==> src/rtl/intr_pkg.sv <==
package intr_pkg;
  typedef enum logic [1:0] {
    K_IM0 = 2'd0,
    K_IM1 = 2'd1,
    K_IM2 = 2'd2,
    K_NMI = 2'd3
  } kind_e;

  localparam logic [15:0] NMI_ADDR = 16'h0066;
  localparam logic [15:0] RST_ADDR = 16'h0038;
endpackage

==> src/rtl/intr_nmi_edge.sv <==
module intr_nmi_edge #(
  parameter int SYNC_STAGES = 2
) (
  input  logic clk_i,
  input  logic rst_ni,
  input  logic nmi_ni,
  input  logic clr_i,
  output logic pend_o
);
  logic [SYNC_STAGES-1:0] sync_q;
  logic                   prev_q;
  logic                   pend_q;
  logic                   lvl;
  logic                   fall;

  generate
    if (SYNC_STAGES == 1) begin : g_one
      always_ff @(posedge clk_i or negedge rst_ni) begin
        if (!rst_ni) sync_q <= '1;
        else         sync_q <= nmi_ni;
      end
    end else begin : g_chain
      always_ff @(posedge clk_i or negedge rst_ni) begin
        if (!rst_ni) sync_q <= '1;
        else         sync_q <= {sync_q[SYNC_STAGES-2:0], nmi_ni};
      end
    end
  endgenerate

  assign lvl  = sync_q[SYNC_STAGES-1];
  assign fall = prev_q & ~lvl;

  always_ff @(posedge clk_i or negedge rst_ni) begin
    if (!rst_ni) begin
      prev_q <= 1'b1;
      pend_q <= 1'b0;
    end else begin
      prev_q <= lvl;
      // a new edge wins over a clear in the same cycle
      pend_q <= fall | (pend_q & ~clr_i);
    end
  end

  assign pend_o = pend_q;

  p_pend_hold_r4: assert property (@(posedge clk_i) disable iff (!rst_ni)
    pend_q && !clr_i |=> pend_q);
  p_fall_sets_r4: assert property (@(posedge clk_i) disable iff (!rst_ni)
    fall |=> pend_q);
endmodule

==> src/rtl/intr_enable.sv <==
module intr_enable
  import intr_pkg::*;
(
  input  logic       clk_i,
  input  logic       rst_ni,
  input  logic       boundary_i,
  input  logic       busy_i,
  input  logic       di_i,
  input  logic       ei_i,
  input  logic       retn_i,
  input  logic       im_wr_i,
  input  logic [1:0] im_sel_i,
  input  logic       irq_ni,
  input  logic       nmi_pend_i,
  output logic       take_o,
  output kind_e      kind_o,
  output logic       nmi_clr_o,
  output logic       iff1_o,
  output logic       iff2_o,
  output logic [1:0] mode_o
);
  logic       iff1_q, iff2_q;
  logic       iff1_n, iff2_n;
  logic [1:0] mode_q, mode_n;
  logic       act;
  logic       take_nmi, take_irq;

  assign act = boundary_i & ~busy_i;

  // effect of the completing instruction, before the take decision
  always_comb begin
    iff1_n = iff1_q;
    iff2_n = iff2_q;
    if (act) begin
      if (di_i) begin
        iff1_n = 1'b0;
        iff2_n = 1'b0;
      end else if (ei_i) begin
        iff1_n = 1'b1;
        iff2_n = 1'b1;
      end else if (retn_i) begin
        iff1_n = iff2_q;
      end
    end
  end

  assign mode_n = (act && im_wr_i && (im_sel_i != 2'b11)) ? im_sel_i : mode_q;

  assign take_nmi = act & nmi_pend_i;
  assign take_irq = act & ~nmi_pend_i & ~irq_ni & iff1_n & ~ei_i;

  always_ff @(posedge clk_i or negedge rst_ni) begin
    if (!rst_ni) begin
      iff1_q <= 1'b0;
      iff2_q <= 1'b0;
      mode_q <= 2'd0;
    end else begin
      mode_q <= mode_n;
      if (take_nmi) begin
        iff1_q <= 1'b0;
        iff2_q <= iff1_n;
      end else if (take_irq) begin
        iff1_q <= 1'b0;
        iff2_q <= 1'b0;
      end else begin
        iff1_q <= iff1_n;
        iff2_q <= iff2_n;
      end
    end
  end

  assign take_o    = take_nmi | take_irq;
  assign kind_o    = take_nmi ? K_NMI : kind_e'(mode_n);
  assign nmi_clr_o = take_nmi;
  assign iff1_o    = iff1_q;
  assign iff2_o    = iff2_q;
  assign mode_o    = mode_q;

  p_nmi_clr_iff1_r6: assert property (@(posedge clk_i) disable iff (!rst_ni)
    take_nmi |=> !iff1_q && (iff2_q == $past(iff1_n)));
  p_retn_restore_r6: assert property (@(posedge clk_i) disable iff (!rst_ni)
    act && retn_i && !di_i && !ei_i && !take_o |=> iff1_q == $past(iff2_q));
  p_irq_clr_both_r7: assert property (@(posedge clk_i) disable iff (!rst_ni)
    take_irq |=> !iff1_q && !iff2_q);
  p_mode_legal_r11: assert property (@(posedge clk_i) disable iff (!rst_ni)
    mode_q != 2'b11);
endmodule

==> src/rtl/intr_entry_seq.sv <==
module intr_entry_seq
  import intr_pkg::*;
#(
  parameter int NMI_CYC = 11,
  parameter int IM0_CYC = 13,
  parameter int IM1_CYC = 13,
  parameter int IM2_CYC = 19
) (
  input  logic        clk_i,
  input  logic        rst_ni,
  input  logic        start_i,
  input  kind_e       kind_i,
  input  logic [7:0]  page_i,
  input  logic [7:0]  bus_i,
  output logic        busy_o,
  output logic        ack_o,
  output logic        push_pc_o,
  output logic        tbl_rd_o,
  output logic [15:0] tbl_addr_o,
  output logic        op_vld_o,
  output logic [7:0]  op_o,
  output logic        jump_o,
  output logic [15:0] target_o
);
  localparam int MAX_A = (NMI_CYC > IM0_CYC) ? NMI_CYC : IM0_CYC;
  localparam int MAX_B = (IM1_CYC > IM2_CYC) ? IM1_CYC : IM2_CYC;
  localparam int MAXC  = (MAX_A > MAX_B) ? MAX_A : MAX_B;
  localparam int CW    = $clog2(MAXC + 1);
  localparam logic [CW-1:0] C1    = CW'(1);
  localparam logic [CW-1:0] C2    = CW'(2);
  localparam logic [CW-1:0] L_NMI = CW'(NMI_CYC);
  localparam logic [CW-1:0] L_IM0 = CW'(IM0_CYC);
  localparam logic [CW-1:0] L_IM1 = CW'(IM1_CYC);
  localparam logic [CW-1:0] L_IM2 = CW'(IM2_CYC);

  logic [CW-1:0] cnt_q;
  logic [CW-1:0] len;
  kind_e         kind_q;
  logic [7:0]    vec_q, page_q;
  logic          maskable;

  always_comb begin
    case (kind_q)
      K_IM0:   len = L_IM0;
      K_IM1:   len = L_IM1;
      K_IM2:   len = L_IM2;
      default: len = L_NMI;
    endcase
  end

  assign maskable = (kind_q != K_NMI);

  always_ff @(posedge clk_i or negedge rst_ni) begin
    if (!rst_ni) begin
      cnt_q  <= '0;
      kind_q <= K_IM0;
      vec_q  <= '0;
      page_q <= '0;
    end else begin
      if (start_i) begin
        cnt_q  <= C1;
        kind_q <= kind_i;
      end else if (cnt_q != '0) begin
        cnt_q <= (cnt_q == len) ? '0 : cnt_q + 1'b1;
      end
      // device byte is valid during the acknowledge cycle
      if (cnt_q == C1 && maskable) begin
        vec_q  <= bus_i;
        page_q <= page_i;
      end
    end
  end

  assign busy_o     = (cnt_q != '0);
  assign ack_o      = (cnt_q == C1) && maskable;
  assign push_pc_o  = (cnt_q == C2) && (kind_q != K_IM0);
  assign tbl_rd_o   = (cnt_q == C2) && (kind_q == K_IM2);
  assign op_vld_o   = (cnt_q == C2) && (kind_q == K_IM0);
  assign jump_o     = busy_o && (cnt_q == len) && (kind_q == K_NMI || kind_q == K_IM1);
  assign tbl_addr_o = {page_q, vec_q[7:1], 1'b0};
  assign op_o       = vec_q;
  assign target_o   = (kind_q == K_NMI) ? NMI_ADDR : RST_ADDR;

  p_start_idle_r12: assert property (@(posedge clk_i) disable iff (!rst_ni)
    start_i |-> !busy_o);
  p_end_kind_r12: assert property (@(posedge clk_i) disable iff (!rst_ni)
    $fell(busy_o) |-> $past(jump_o) || kind_q == K_IM0 || kind_q == K_IM2);
  p_tbl_with_push_r9: assert property (@(posedge clk_i) disable iff (!rst_ni)
    tbl_rd_o |-> push_pc_o && !op_vld_o);
endmodule

==> src/rtl/intr_accept_unit.sv <==
module intr_accept_unit
  import intr_pkg::*;
#(
  parameter int SYNC_STAGES = 2,
  parameter int NMI_CYC     = 11,
  parameter int IM0_CYC     = 13,
  parameter int IM1_CYC     = 13,
  parameter int IM2_CYC     = 19
) (
  input  logic        clk_i,
  input  logic        rst_ni,
  input  logic        boundary_i,
  input  logic        di_i,
  input  logic        ei_i,
  input  logic        retn_i,
  input  logic        im_wr_i,
  input  logic [1:0]  im_sel_i,
  input  logic        irq_ni,
  input  logic        nmi_ni,
  input  logic [7:0]  page_i,
  input  logic [7:0]  bus_i,
  output logic        iff1_o,
  output logic        iff2_o,
  output logic [1:0]  mode_o,
  output logic        busy_o,
  output logic        ack_o,
  output logic        push_pc_o,
  output logic        tbl_rd_o,
  output logic [15:0] tbl_addr_o,
  output logic        op_vld_o,
  output logic [7:0]  op_o,
  output logic        jump_o,
  output logic [15:0] target_o
);
  logic  nmi_pend, nmi_clr, take;
  kind_e kind;

  intr_nmi_edge #(.SYNC_STAGES(SYNC_STAGES)) nmi_edge_i (
    .clk_i  (clk_i),
    .rst_ni (rst_ni),
    .nmi_ni (nmi_ni),
    .clr_i  (nmi_clr),
    .pend_o (nmi_pend)
  );

  intr_enable enable_i (
    .clk_i      (clk_i),
    .rst_ni     (rst_ni),
    .boundary_i (boundary_i),
    .busy_i     (busy_o),
    .di_i       (di_i),
    .ei_i       (ei_i),
    .retn_i     (retn_i),
    .im_wr_i    (im_wr_i),
    .im_sel_i   (im_sel_i),
    .irq_ni     (irq_ni),
    .nmi_pend_i (nmi_pend),
    .take_o     (take),
    .kind_o     (kind),
    .nmi_clr_o  (nmi_clr),
    .iff1_o     (iff1_o),
    .iff2_o     (iff2_o),
    .mode_o     (mode_o)
  );

  intr_entry_seq #(
    .NMI_CYC (NMI_CYC),
    .IM0_CYC (IM0_CYC),
    .IM1_CYC (IM1_CYC),
    .IM2_CYC (IM2_CYC)
  ) entry_i (
    .clk_i      (clk_i),
    .rst_ni     (rst_ni),
    .start_i    (take),
    .kind_i     (kind),
    .page_i     (page_i),
    .bus_i      (bus_i),
    .busy_o     (busy_o),
    .ack_o      (ack_o),
    .push_pc_o  (push_pc_o),
    .tbl_rd_o   (tbl_rd_o),
    .tbl_addr_o (tbl_addr_o),
    .op_vld_o   (op_vld_o),
    .op_o       (op_o),
    .jump_o     (jump_o),
    .target_o   (target_o)
  );

  p_nmi_first_r5: assert property (@(posedge clk_i) disable iff (!rst_ni)
    take && nmi_pend |=> !ack_o);
  p_irq_gated_r2: assert property (@(posedge clk_i) disable iff (!rst_ni)
    take && !nmi_pend |-> !irq_ni && !busy_o);
endmodule

==> config.mk <==
export PLATFORM = sky130hd
export DESIGN_NAME = intr_accept_unit
export DESIGN_NICKNAME = d
export VERILOG_FILES = /design/src/rtl/intr_pkg.sv /design/src/rtl/intr_nmi_edge.sv /design/src/rtl/intr_enable.sv /design/src/rtl/intr_entry_seq.sv /design/src/rtl/intr_accept_unit.sv
export SDC_FILE = /design/constraint.sdc
export NUM_CORES = 1
export LEC_CHECK = 0
export CAP_MARGIN = 0
export CORE_UTILIZATION = 50
export DETAILED_ROUTE_END_ITERATION = 10
export DONT_BUFFER_PORTS = 1
export PLACE_DENSITY_LB_ADDON = 0.1
export SLEW_MARGIN = 20
export SYNTH_ARGS = -nofsm -noshare
export SYNTH_HDL_FRONTEND = slang
export SYNTH_SLANG_ARGS = --single-unit
==> constraint.sdc <==
create_clock -name clk_i -period 2 [get_ports clk_i]
set_input_delay 0.2 -clock clk_i [delete_from_list [all_inputs] [get_ports clk_i]]
set_output_delay 0.2 -clock clk_i [all_outputs]
set_load 0.05 [all_outputs]
# [Yosys cells after proc, flatten, opt, wreduce, memory -nomap -nowiden]
# Index checks and enable logic that the tools add are counted.
[totals] mem_bits_rw=0 elab_cells=70 rom_bits=0 latch_bits=0 regBits=31 n_memories=0
[op_classes] mux=18 eq_ne=8 shifts=0 bitwise=16 order_cmp=0 n_reduce_logical=17 addsub=1 div=0 mul=0
[ops] op="$mux 5" count=3
[ops] op="$mux 1" count=11
[ops] op="$pmux 5 s2" count=1
[ops] op="$and 1x1->1" count=8
[ops] op="$logic_and 1x1->1" count=8
[ops] op="$mux 7" count=1
[ops] op="$not 1->1" count=6
[ops] op="$add 5x1->5 const B" count=1
[ops] op="$eq 5x1->1 const B" count=1
[ops] op="$eq 5x2->1 const B" count=1
[ops] op="$eq 5x5->1" count=1
[ops] op="$reduce_bool 5->1" count=1
[ops] op="$eq 2x2->1 const B" count=2
[ops] op="$mux 2" count=2
[ops] op="$ne 2x2->1 const B" count=2
[ops] op="$reduce_bool 2->1" count=2
[ops] op="$reduce_bool 4->1" count=1
[ops] op="$reduce_bool 3->1" count=1
[ops] op="$eq 2x1->1 const B" count=1
[ops] op="$logic_not 2->1" count=1
[ops] op="$or 1x1->1" count=2
[ops] op="$reduce_and 2->1" count=1
[ops] op="$reduce_or 2->1" count=1
[ops] op="$logic_or 1x1->1" count=1

# [Depth between registers and ports, before layout]
# Gate-level depths: netlist of run 1.
[depth] word_depth=9 mapped_depth=6 ltp_nobuf=6

# [Modules after synthesis]
# Synthesis of run 1 repeated with hierarchy kept, for this count alone.
[hier_totals] cells_unflattened=148 hier_area_um2=1684.1
[by_module_without_submodules] module="intr_entry_seq" seq_area_each_um2=575.6 cells_per_inst=108 instances=1 area_each_um2=1238.7
[by_module_without_submodules] module="intr_enable" seq_area_each_um2=100.1 cells_per_inst=33 instances=1 area_each_um2=321.6
[by_module_without_submodules] module="intr_nmi_edge" seq_area_each_um2=103.8 cells_per_inst=7 instances=1 area_each_um2=123.9

# [Worst setup path after synthesis of run 1]
# OpenSTA, ideal clock, no wires.
[synth_timing] kind="register -> output" start="register entry_i.cnt_q[4]" end="output port op_vld_o" n_path_buf=0 stages_incl_launch_ff=4 arrival_time_ns=1.877 setup_slack_ns=-0.077 t_required_ns=1.800 path_cell_list="dfrtp_1 nor3_1 nand2_1 nor3_1"
[synth_between] elab_chain_len=2
[synth_lines] element="start: declaration" line_no="intr_entry_seq.sv:36" rtl="logic [CW-1:0] cnt_q;"
[synth_lines] element="start signal: assignment" line_no="intr_entry_seq.sv:64" rtl="cnt_q <= (cnt_q == len) ? '0 : cnt_q + 1'b1;"
[synth_lines] element="$eq 5x2->1" line_no="intr_entry_seq.sv:78" rtl="assign op_vld_o = (cnt_q == C2) && (kind_q == K_IM0);"
[synth_lines] element="$logic_and 1x1->1" line_no="intr_entry_seq.sv:78"
[synth_lines] element="end: declaration" line_no="intr_accept_unit.sv:30" rtl="output logic op_vld_o,"
# No other way between the ends.

# [Final worst setup path of run 1]
[layout_timing] start="register entry_i.cnt_q[0]" end="output port jump_o"
[layout_between] elab_chain_len=3
[layout_lines] element="$eq 5x5->1 / $reduce_bool 5->1 (equally long branches)" line_no="intr_entry_seq.sv:79, intr_entry_seq.sv:74"
[layout_lines] element="$logic_and 1x1->1 (*) (2 in a row)" line_no="intr_entry_seq.sv:79" rtl="assign jump_o = busy_o && (cnt_q == len) && (kind_q == K_NMI || kind_q == K_IM1);"
[layout_lines] element="end: declaration" line_no="intr_accept_unit.sv:32" rtl="output logic jump_o,"
# Every way passes the cells marked *; elsewhere a longest branch is shown, timed or not.

==> results.sh, run 1 <==
export IMPL_r2r_start="entry_i.cnt_q[0]"
export IMPL_max_freq_mhz=518
export IMPL_h_tree_depth=2
export IMPL_drc=0
export IMPL_via_count=1160
export IMPL_clk_path_buf_depth=2
export IMPL_period_share_pct=96.5
export IMPL_async_reset_ff_share_pct=100
export IMPL_gr_total_overflow=0
export IMPL_routed_wl_um=3040
export IMPL_place_gp_congestion=0.843
export IMPL_crit_path_start_kind="flip-flop"
export IMPL_drive_gt1_share_pct=42.8
export IMPL_rsz0062_at_grt="yes"
export IMPL_multi_input_area_um2=709
export IMPL_fin_setup_tns_ns=0
export IMPL_synth_mux_area_share_pct=12.1
export IMPL_ios=77
export IMPL_fp_dieW_um=59.6
export IMPL_yosys_area_top_type="dfrtp_1"
export IMPL_setup_violations=0
export IMPL_min_period_ns=1.93
export IMPL_viasPerCell=5.18
export IMPL_initial_core_util_pct=53.5
export IMPL_wire_per_inst_um=13.6
export IMPL_hold_class="primary input to flip-flop"
export IMPL_grt_pass1_vias=1152
export IMPL_synth_compound_area_share_pct=7.31
export IMPL_status="finished, final reports clean"
export IMPL_final_common_cell="buf_4"
export IMPL_nNetsFinal=210
export IMPL_drv_cap=0
export IMPL_syn_inst=148
export IMPL_grt_usage_pct=18.9
export IMPL_die_area_mm2=0.00356
export IMPL_critPathKind="flip-flop to output pin"
export IMPL_n_fill_cell=243
export IMPL_worst_slew_margin_rel_pct=64.8
export IMPL_crit_path_top_delay_cell="dfrtp_2"
export IMPL_final_cell_mix="buf_4 (26), dfrtp_1 (23), mux2_2 (17)"
export IMPL_synth_distinct_cells=38
export IMPL_ant_nets=0
export IMPL_antenna_found_initial=0
export IMPL_yosys_warnings=0
export IMPL_clk_pin_slew_ns=0.09
export IMPL_die_y_um=59.6
export IMPL_crit_path_frequent_cell="inv_2"
export IMPL_synth_area_mm2=0.00166
export IMPL_skew_ns=0.00796
export IMPL_area_growth_pct=21.3
export IMPL_maxSlewViolCount=0
export IMPL_cts_made_buffers=5
export IMPL_cts_sinks=31
export IMPL_synth_top_area_share_pct=42.2
export IMPL_synth_top_family_by_area="buffers and inverters"
export IMPL_synthTopCellsByArea="dfrtp_1 (42%), mux2_2 (12%), buf_4 (10%), dfstp_2 (4.7%), ha_1 (3.0%)"
export IMPL_grt_max_degree=32
export IMPL_synth_simple_area_share_pct=14.1
export IMPL_insertion_delay_ns=0.32
export IMPL_synth_edf_count=0
export IMPL_startpoint="entry_i.cnt_q[0]"
export IMPL_syn_avg_cell_area_um2=11.2
export IMPL_antenna_cells=0
export IMPL_utilization_pct=64.9
export IMPL_path_max_fanout=5
export IMPL_tightest_slew_ns=0.528
export IMPL_endpoint_kind="output pin"
export IMPL_core_area_mm2=0.00310
export IMPL_synth_top_flop_cell="dfrtp_1"
export IMPL_cp_cell_sequence="inv_2 -> ha_1 -> nor4b_4 -> inv_2 -> and3_1 -> buf_6"
export IMPL_grt_pass1_wl_um=4750
export IMPL_hold_viol=0
export IMPL_ys_seq_area_share_pct=46.9
export IMPL_slowest_delay_ns=0.45
export IMPL_ys_ff_latch=31
export IMPL_firstDrtPassIters=4
export IMPL_critical_path_required_ns=1.80
export IMPL_cts_root_buf="clkbuf_4"
export IMPL_num_rows=20
export IMPL_synthAdderAreaFrac_pct=3.01
export IMPL_dp_hpwl_um=2070
export IMPL_synth_xor_area_share_pct=1.58
export IMPL_cts_tree="yes"
export IMPL_port_buffer_count=0
export IMPL_cp_arrival_ns=1.73
export IMPL_hp_start="bus_i[7]"
export IMPL_ff_latch_area_um2=786
export IMPL_drtIter0Drc=29
cells in the mapped netlist (3+ instances only):
cell type / n
inv_1: 10
buf_4: 23
dfstp_2: 3
nor2_1: 7
ha_1: 4
nor3_1: 5
dfrtp_1: 28
a21oi_1: 4
nand2_1: 8
mux2_2: 17
nand3_1: 3
area by class of cell:
class | instances | area share (%)
multi-input cells | 90 | 35.2
inverters | 10 | 1.86
well taps | 44 | 2.73
clock buffers | 7 | 2.73
clock inverters | 1 | 0.248
repair buffers | 41 | 18.2
flip-flops and latches | 31 | 39.0
routing by layer:
layer  up-vias  GRT usage [%]  share of wire [%]
li1        534              -                  -
met1       545           20.5                 40
met2        73           31.1                 51
met3         8           5.02                8.1
met4         0           15.3                1.7
met5         -              0                  0
path summary, 6_finish.rpt:
check | slack, ns | endpoint | cells after the start
setup / recovery | 0.07 | jump_o | 6
hold / removal | 0.03 | entry_i.op_o[7] | 1
setup reg to reg | 0.09 | entry_i.kind_q[0] | 8
hold reg to reg | 0.36 | nmi_edge_i.prev_q | 0
max in group asynchronous | 1.45 | nmi_edge_i.sync_q[1] | 2
min in group asynchronous | 0.31 | entry_i.page_q[3] | 2
per-stage QoR:
step / worst slack, ns / hold WS (ns) / instances / area, um2
finish: 0.0696 / 0.0258 / 224 / 2010
global route: -0.0237 / -0.000672 / 224 / 2010
CTS: 0.00436 / 0.00232 / 211 / 1880
detailed placement: 0.157 / -0.0951 / 193 / 1700
global placement: 0.222 / -0.0951 / 193 / 1700
floorplan: 0.0142 / -0.0956 / 158 / 1700
registers in the layout, indices dropped and copies added, names as in the netlist:
signal	cells
enable_i.iff1_o	1
entry_i.kind_q	2
nmi_edge_i.pend_o	1
nmi_edge_i.sync_q	2
entry_i.op_o	8
entry_i.page_q	8
enable_i.iff2_o	1
nmi_edge_i.prev_q	1
enable_i.mode_o	2
entry_i.cnt_q	5
logic make-up (layout without fill, tap and decap cells):
group	count (synthesis)	count (layout)
buffers and inverters	37	59
flip-flops	31	31
other	2	12
adder cells (fa/ha/maj)	4	4
AO/OA/AOI/OAI	17	17
AND/OR/NAND/NOR	36	36
XOR/XNOR	3	3
multiplexers	18	18
critical path, delay by kind of cell, from the launching register on:
kind / cells / cell delay, ns
adders and majority gates: 1 / 0.16
buffers and inverters: 3 / 0.35
DFF: 1 / 0.45
and+or+nand+nor: 2 / 0.44
timing repair:
item	4_1_cts	5_1_grt
endpoints found under the setup margin	2	5
gates resized for setup	4	10
pin swaps	0	4
hold buffers	9	4
buffers inserted	1	9
endpoints found under the hold margin	38	4
Power of run 1 is not shown: default switching activity piles up to over one toggle a cycle in this logic, so the estimate is an artifact.
==> run 2: changes to the inputs <==
CORE_ASPECT_RATIO = 1.5   (was not set)
PLACE_DENSITY = 0.73   (was not set)
PLACE_DENSITY_LB_ADDON = not set   (was 0.1)
==> run 2 against run 1 <==
  * Non-clock buffer count decreased by 19
  * Sequential share of layout area increased by 2.4 points
  * Maximum frequency is 0.13% lower
  * Clock skew decreased by 0.0050 ns
  * Critical path depth down 1
  * Register-to-register slack improved by 0.15 ns
  * Routed wire length shrank 3.3%
==> results.sh, run 2 (same netlist as run 1, synthesis figures left out) <==
export IMPL_status="finished, final reports clean"
export IMPL_dpl_cell_area_mm2=0.00170
export IMPL_finalInstanceArea_mm2=0.00188
export IMPL_rsz0062_at_grt="yes"
export IMPL_wl_met1_um=1060
export IMPL_num_rows=25
export IMPL_wl_met2_um=1670
export IMPL_final_common_cell="dfrtp_1"
export IMPL_port_buffer_count=0
export IMPL_skew_ns=0.00297
export IMPL_dp_hpwl_um=2180
export IMPL_core_area_mm2=0.00316
export IMPL_initial_core_util_pct=52.6
export IMPL_maxSlewViolCount=0
export IMPL_drv_cap=0
export IMPL_cts_root_buf="clkbuf_8"
export IMPL_clk_path_buf_depth=2
export IMPL_cts_tree="yes"
export IMPL_r2r_start="entry_i.cnt_q[0]"
export IMPL_drtIter0Drc=8
export IMPL_drive_gt1_share_pct=37.9
export IMPL_dr_max_layer_used="met4"
export IMPL_insertion_delay_ns=0.27
export IMPL_place_gp_congestion=0.847
export IMPL_firstDrtPassIters=4
export IMPL_fin_setup_tns_ns=0
export IMPL_antenna_found_initial=0
export IMPL_endpoint_kind="output pin"
export IMPL_via_count=1066
export IMPL_startpoint="entry_i.cnt_q[3]"
export IMPL_ios=77
export IMPL_path_max_fanout=6
export IMPL_cts_made_buffers=5
export IMPL_routed_wl_um=2940
export IMPL_gr_total_overflow=0
export IMPL_clk_pin_slew_ns=0.06
export IMPL_cts_sinks=31
export IMPL_area_growth_pct=13.3
export IMPL_grt_usage_pct=17.8
export IMPL_final_cell_mix="dfrtp_1 (28), buf_4 (18), mux2_2 (17)"
export IMPL_nNetsFinal=191
export IMPL_cp_arrival_ns=1.73
export IMPL_route_met3_wl_um=179
export IMPL_wire_per_inst_um=14.6
export IMPL_critPathKind="flip-flop to output pin"
export IMPL_ant_nets=0
export IMPL_die_area_mm2=0.00356
export IMPL_die_y_um=72.6
export IMPL_drc=0
export IMPL_hold_viol=0
export IMPL_max_freq_mhz=517
export IMPL_utilization_pct=59.6
export IMPL_crit_path_start_kind="flip-flop"
export IMPL_viasPerCell=5.30
export IMPL_grt_pass1_vias=1071
export IMPL_grt_pass1_wl_um=4620
export IMPL_critical_path_required_ns=1.80
export IMPL_r2r_slack_ns=0.24
export IMPL_h_tree_depth=2
export IMPL_n_fill_cell=260
export IMPL_grt_max_degree=32
export IMPL_min_period_ns=1.93
export IMPL_setup_violations=0
export IMPL_hp_start="bus_i[5]"
export IMPL_fp_dieW_um=49.1
export IMPL_hold_class="primary input to flip-flop"
export IMPL_period_share_pct=96.6
export IMPL_antenna_cells=0
## run 2: what timing repair did
action / in CTS / in global routing
hold buffers: 3 / 0
setup buffers: 0 / 1
hold endpoints to repair: 32 / 0
pin swaps: 1 / 0
setup endpoints to repair: 2 / 3
gates resized for setup: 2 / 4
## run 2: per-layer routing
layer / up-vias / global-route usage (%)
li1: 495 / -
met1: 522 / 18.2
met2: 45 / 30.9
met3: 4 / 6.46
met4: 0 / 11.1
met5: - / 0
## run 2: through the flow
stage / worst slack [ns] / hold slack (ns) / std cells
global placement: 0.301 / -0.0949 / 189
global route: -0.0265 / 0.0547 / 201
finish: 0.0671 / 0.0728 / 201
detailed placement: 0.210 / -0.0947 / 189
CTS: 0.00325 / 0.0592 / 200
floorplan: 0.0142 / -0.0956 / 158
## run 2: worst max-delay path: stages (launching register included)
cell and delay [ns]:
dfrtp_1 0.47, and4bb_2 0.33, a21oi_1 0.06, nor3_4 0.22, and3_1 0.19, buf_4 0.19
## run 2: layout make-up
cell class / instances / area (um2) / area share, %
flip-flops and latches: 31 / 779 / 41.4
multi-input cells: 90 / 702 / 37.3
inverters: 10 / 37.5 / 1.99
clock buffers: 6 / 82.6 / 4.39
well taps: 40 / 50.0 / 2.66
clock inverters: 2 / 35.0 / 1.86
repair buffers: 22 / 195 / 10.4
## run 2: worst paths after layout
check / to / depth (start not counted)
worst max-delay path: jump_o / 5
worst min-delay path: entry_i.op_o[5] / 1
worst max register to register: enable_i.iff1_o / 6
worst min register to register: nmi_edge_i.sync_q[1] / 0
max in group asynchronous: nmi_edge_i.sync_q[0] / 2
min in group asynchronous: entry_i.op_o[0] / 2
Power of run 2 is left out for the same reason.
